--- config.mk ---
export PLATFORM = sky130hd
export DESIGN_NAME = dsar_serial_in
export DESIGN_NICKNAME = d
export VERILOG_FILES = /design/src/rtl/dsar_pkg.sv /design/src/rtl/dsar_rst_sync.sv /design/src/rtl/dsar_edge_sync.sv /design/src/rtl/dsar_chan.sv /design/src/rtl/dsar_serial_in.sv
export SDC_FILE = /design/constraint.sdc
export NUM_CORES = 1
export LEC_CHECK = 0
export BUFFER_PORTS_ARGS = -buffer_cell sky130_fd_sc_hd__buf_2
export CAP_MARGIN = 30
export CORE_MARGIN = 3
export CORE_UTILIZATION = 48
export DETAILED_ROUTE_END_ITERATION = 10
export PLACE_DENSITY_LB_ADDON = 0.25
export SLEW_MARGIN = 20
export SYNTH_ARGS = -nofsm -noshare
export SYNTH_HDL_FRONTEND = slang
export SYNTH_SLANG_ARGS = --single-unit
--- constraint.sdc ---
create_clock -name clk -period 2.5 [get_ports clk]
set_input_delay 0.25 -clock clk [delete_from_list [all_inputs] [get_ports clk]]
set_output_delay 0.25 -clock clk [all_outputs]
set_load 0.01 [all_outputs]
--- src/rtl/dsar_pkg.sv ---
package dsar_pkg;

  // Per-channel control derived from the synchronised serial inputs.
  typedef struct packed {
    logic shift;    // rising bit-clock edge seen this cycle
    logic bit_v;    // synchronised data value to shift in
    logic capture;  // falling latch edge seen this cycle
  } chan_ctl_t;

  localparam int unsigned MIN_SYNC_STAGES = 2;

endpackage

--- src/rtl/dsar_rst_sync.sv ---
module dsar_rst_sync #(
  parameter int unsigned STAGES = 2
) (
  input  logic clk,
  input  logic arst_n,
  output logic rst_n_o
);

  logic [STAGES-1:0] chain_q;
  logic [STAGES-1:0] chain_d;

  always_comb begin
    chain_d = {chain_q[STAGES-2:0], 1'b1};
  end

  always_ff @(posedge clk or negedge arst_n) begin
    if (!arst_n) begin
      chain_q <= '0;
    end else begin
      chain_q <= chain_d;
    end
  end

  assign rst_n_o = chain_q[STAGES-1];

endmodule

--- src/rtl/dsar_edge_sync.sv ---
module dsar_edge_sync #(
  parameter int unsigned N      = 5,
  parameter int unsigned STAGES = 2
) (
  input  logic         clk,
  input  logic         rst_n,
  input  logic [N-1:0] async_i,
  output logic [N-1:0] level_o,
  output logic [N-1:0] rise_o,
  output logic [N-1:0] fall_o
);

  logic [N-1:0] stage_q [STAGES];
  logic [N-1:0] stage_d [STAGES];
  logic [N-1:0] last_q;

  always_comb begin
    stage_d[0] = async_i;
    for (int i = 1; i < STAGES; i++) begin
      stage_d[i] = stage_q[i-1];
    end
  end

  always_ff @(posedge clk or negedge rst_n) begin
    if (!rst_n) begin
      for (int i = 0; i < STAGES; i++) begin
        stage_q[i] <= '0;
      end
      last_q <= '0;
    end else begin
      for (int i = 0; i < STAGES; i++) begin
        stage_q[i] <= stage_d[i];
      end
      last_q <= stage_q[STAGES-1];
    end
  end

  assign level_o = stage_q[STAGES-1];
  assign rise_o  = stage_q[STAGES-1] & ~last_q;
  assign fall_o  = ~stage_q[STAGES-1] & last_q;

endmodule

--- src/rtl/dsar_chan.sv ---
module dsar_chan
  import dsar_pkg::*;
#(
  parameter int unsigned WORD_W = 18
) (
  input  logic              clk,
  input  logic              rst_n,
  input  chan_ctl_t         ctl_i,
  output logic [WORD_W-1:0] word_o,
  output logic              strobe_o
);

  logic [WORD_W-1:0] sr_q;
  logic [WORD_W-1:0] sr_d;
  logic [WORD_W-1:0] hold_q;
  logic [WORD_W-1:0] hold_d;
  logic              stb_q;
  logic              stb_d;

  // Shift happens before capture: a capture in a shift cycle sees the new bit.
  always_comb begin
    sr_d   = {sr_q[WORD_W-2:0], ctl_i.bit_v};
    hold_d = ctl_i.shift ? sr_d : sr_q;
    stb_d  = ctl_i.capture;
  end

  always_ff @(posedge clk or negedge rst_n) begin
    if (!rst_n) begin
      sr_q   <= '0;
      hold_q <= '0;
      stb_q  <= 1'b0;
    end else begin
      if (ctl_i.shift) begin
        sr_q <= sr_d;
      end
      if (ctl_i.capture) begin
        hold_q <= hold_d;
      end
      stb_q <= stb_d;
    end
  end

  assign word_o   = hold_q;
  assign strobe_o = stb_q;

endmodule

--- src/rtl/dsar_serial_in.sv ---
module dsar_serial_in
  import dsar_pkg::*;
#(
  parameter int unsigned WORD_W      = 18,
  parameter int unsigned SYNC_STAGES = MIN_SYNC_STAGES
) (
  input  logic              clk,
  input  logic              rst_n,
  input  logic              bclk_i,
  input  logic              din_l_i,
  input  logic              din_r_i,
  input  logic              lat_l_i,
  input  logic              lat_r_i,
  output logic [WORD_W-1:0] word_l_o,
  output logic [WORD_W-1:0] word_r_o,
  output logic [WORD_W-1:0] obin_l_o,
  output logic [WORD_W-1:0] obin_r_o,
  output logic              upd_l_o,
  output logic              upd_r_o
);

  localparam int unsigned NCH     = 2;
  localparam int unsigned NSIG    = 1 + 2 * NCH;
  localparam int unsigned IDX_CLK = 0;
  localparam int unsigned IDX_DAT = 1;
  localparam int unsigned IDX_LAT = 1 + NCH;

  logic            rst_n_int;
  logic [NSIG-1:0] raw_in;
  logic [NSIG-1:0] lvl;
  logic [NSIG-1:0] rise;
  logic [NSIG-1:0] fall;

  logic [WORD_W-1:0] word_arr [NCH];
  logic [WORD_W-1:0] obin_arr [NCH];
  logic [NCH-1:0]    upd_vec;

  dsar_rst_sync #(
    .STAGES (SYNC_STAGES)
  ) u_rst_sync (
    .clk     (clk),
    .arst_n  (rst_n),
    .rst_n_o (rst_n_int)
  );

  assign raw_in = {lat_r_i, lat_l_i, din_r_i, din_l_i, bclk_i};

  dsar_edge_sync #(
    .N      (NSIG),
    .STAGES (SYNC_STAGES)
  ) u_edge_sync (
    .clk     (clk),
    .rst_n   (rst_n_int),
    .async_i (raw_in),
    .level_o (lvl),
    .rise_o  (rise),
    .fall_o  (fall)
  );

  // Edges that no channel consumes.
  logic unused_edges;
  assign unused_edges = ^{rise[NSIG-1:1], fall[IDX_LAT-1:0], lvl[IDX_CLK], lvl[NSIG-1:IDX_LAT]};

  for (genvar c = 0; c < NCH; c++) begin : g_ch
    chan_ctl_t ctl;

    assign ctl.shift   = rise[IDX_CLK];
    assign ctl.bit_v   = lvl[IDX_DAT + c];
    assign ctl.capture = fall[IDX_LAT + c];

    dsar_chan #(
      .WORD_W (WORD_W)
    ) u_chan (
      .clk      (clk),
      .rst_n    (rst_n_int),
      .ctl_i    (ctl),
      .word_o   (word_arr[c]),
      .strobe_o (upd_vec[c])
    );

    assign obin_arr[c] = {~word_arr[c][WORD_W-1], word_arr[c][WORD_W-2:0]};
  end

  assign word_l_o = word_arr[0];
  assign word_r_o = word_arr[1];
  assign obin_l_o = obin_arr[0];
  assign obin_r_o = obin_arr[1];
  assign upd_l_o  = upd_vec[0];
  assign upd_r_o  = upd_vec[1];

endmodule

==> out/qor.txt <==
Vias: 1,683
Core ar.: 7330 µm²
Register area share after synthesis: 60.9%
Power Internal: 3.36 mW
Global-route wire length before repair: 8.71 mm
Post-synth EDFFs: 0
Die Height: 93.3 µm
Mapped Cells: 209
Top Metal Used: met4
Area of the multi-input gates: 1070 µm²
HP Class: in2async
Worst skew pair latency: 0.35 ns
Worst setup SP type: register
Initial drt markers: 51
CTS Sinks: 89
Fmax: 631 MHz
GR Util All Layers: 13.0%
Total negative setup slack: 0 ns
Post-CTS Setup Bufs: 0
Pwr/cell area: 1150 nW/µm²
Port-buffer cells: 80
Total congestion overflow: 0
WL final: 5.28 mm
DRC: 0
Worst EP arrival: 1.82 ns
Layout cells sized above 1: 63.9%
Pin count of the biggest net entering global routing: 54
Predominant post-synthesis flop cell: dfrtp_1
Synth unique cells: 10
Tot Pwr: 4.77 mW
Syn avg cell area: 17.5 µm²
Synthesized flop and latch total: 89
Yosys top cell by area: dfrtp_1
Unrepaired setup endpoints after global routing: no
Main area contributors after synthesis: dfrtp_1, mux2_4, buf_4
Commonest cells post-synth: dfrtp_1, mux2_4, buf_4
Crit path max fanout: 21
Minimum clock period: 1.59 ns
Clock Pin Slew Worst Setup and Hold Paths: 0.09 ns
Switching Share: 29.6%
CTS root buf: clkbuf_8
Final HPWL DP: 3.31 mm
Clk network pwr share: 22.8%
Yosys top cell area share: 60.9%
Via-to-Cell Ratio: 4.51
Crit. End Element: register
Gp weighted congestion: 0.646
Worst slew pin tran: 0.694 ns
Final setup fails: 0
DIE WIDTH: 93.3 µm
Crit path kind: reg2reg
Logic pwr share: 31.0%
FILL cells: 595
Mapped Area: 3660 µm²
Max cap viols: 0
Cell with the most instances after synthesis: dfrtp_1
H-tree levels: 3
Met2 WL: 2.32 mm
NumNets Final: 276
CTS max path bufs: 2
Met3 WL: 286 µm
Max-slew violations: 0
TritonRoute pass-1 iters: 2
Final period utilization: 63.4%
Routed Antenna Nets: 0
Initial Util: 49.9%
Hold Fails Final Rpt: 0
Met1 wire length: 2.57 mm
Sequential cell area: 2230 µm²
Worst slew margin: 53.7%
LEAKAGE: 2.15 nW
Status: finished clean
Post-synth ARST share: 100%
Drt wl/cell: 14.2 µm
Row cnt: 31
P_sw: 1.41 mW
Max IR drop VDD: 611 µV
Die area: 8710 µm²
Post-Syn Nets: 216
Num CTS Buffers: 9
Antenna violations before repair: 0
Seq pwr share: 46.2%
Data required, critical path: 2.73 ns
Vias in the first global route: 1,699
Yosys warns: 0
# diodes: 0
Top-Level Pins: 81
Synth-to-Final Area Change: 13.6%
CTS tree: yes
Clock Skew: 0.0116 ns
metal layers:
metal | up-vias | track usage (%)
met5 | - | 0
met4 | 0 | 6.23
met3 | 9 | 3.14
met2 | 55 | 18.3
met1 | 826 | 19.0
li1 | 793 | -
sequential cells by signal, indices dropped and copies added (netlist names):
name                  flops
u_edge_sync.level_o       5
g_ch.u_chan.word_o       36
u_rst_sync.chain_q        2
g_ch.u_chan.strobe_o      2
u_edge_sync.stage_d       5
g_ch.u_chan.sr_q         36
u_edge_sync.last_q        3
repair_timing:
action	4_1_cts	5_1_grt
gates resized for setup	0	0
hold buffers	5	1
hold endpoints to repair	6	1
endpoints found under the setup margin	0	0
cells by family after synthesis:
group / Yosys count / synth area share, %
buffers and inverters: 44 / 9.99
DFF: 89 / 60.9
muxes: 72 / 28.3
other: 1 / 0.103
and+or+nand+nor: 3 / 0.718
cell type report:
type,count,area share (%)
clock buffer,9,2.98
clock inverter,7,2.41
inverter,4,0.361
multi-input combinational,76,25.7
sequential,89,53.7
tap,99,2.98
timing repair buffer,89,11.9
cells in the final DEF (no fill, tap or decap), types with 3 or more instances in the layout:
cell / Yosys / routed
mux2_4: 60 / 60
clkbuf_8: 0 / 9
inv_6: 0 / 3
mux2_2: 12 / 12
dlygate4sd3_1: 0 / 6
buf_2: 0 / 80
dfrtp_1: 89 / 88
path summary, 6_finish.rpt:
| path | from | end | slack, ns | depth (start not counted) |
|---|---|---|---|---|
| max in group asynchronous | u_rst_sync.chain_q[1]$_DFF_PN0_ | g_ch[0].u_chan.strobe_o$_DFF_PN0_ | 1.49 | 1 |
| worst min register to register | u_edge_sync.stage_d[1]$_DFF_PN0_ | u_edge_sync.level_o[1]$_DFF_PN0_ | 0.35 | 0 |
| min in group clk | u_edge_sync.stage_d[1]$_DFF_PN0_ | u_edge_sync.level_o[1]$_DFF_PN0_ | 0.35 | 0 |
| worst min-delay path | rst_n | u_rst_sync.chain_q[1]$_DFF_PN0_ | 0.21 | 2 |
| worst max-delay path | u_edge_sync.last_q[0]$_DFF_PN0_ | g_ch[0].u_chan.word_o[10]$_DFFE_PN0P_ | 0.91 | 4 |
| worst max register to register | u_edge_sync.last_q[0]$_DFF_PN0_ | g_ch[0].u_chan.word_o[10]$_DFFE_PN0P_ | 0.91 | 4 |
per-stage QoR:
stage               hold slack, ns  instance area [µm²]  util (%)  setup slack, ns  std cells
CTS                        0.00143                 4150      56.5            0.902        372
global placement            0.0357                 3870      52.8            0.926        351
global route                 0.192                 4160      56.7            0.857        373
floorplan                  -0.0456                 3660         -            0.998        209
finish                       0.210                 4160      56.7            0.914        373
detailed placement          0.0364                 3870      52.8            0.916        351
power by group through the flow:
| stage | clock [mW] | combinational, mW | sequential [mW] |
|---|---|---|---|
| floorplan | 0 | 1.16 | 2.30 |
| global placement | 0 | 1.48 | 2.23 |
| detailed placement | 0 | 1.49 | 2.23 |
| CTS | 1.12 | 1.51 | 2.22 |
| global route | 1.19 | 1.60 | 2.28 |
| finish | 1.09 | 1.48 | 2.20 |
worst max-delay path, cell delays in order (launching register included):
cell and delay (ns):
dfrtp_1 0.40, nor2b_4 0.11, buf_4 0.36, mux2_4 0.35
mux2_4 0.25
Note: power is estimated with default switching activity, not from simulation.
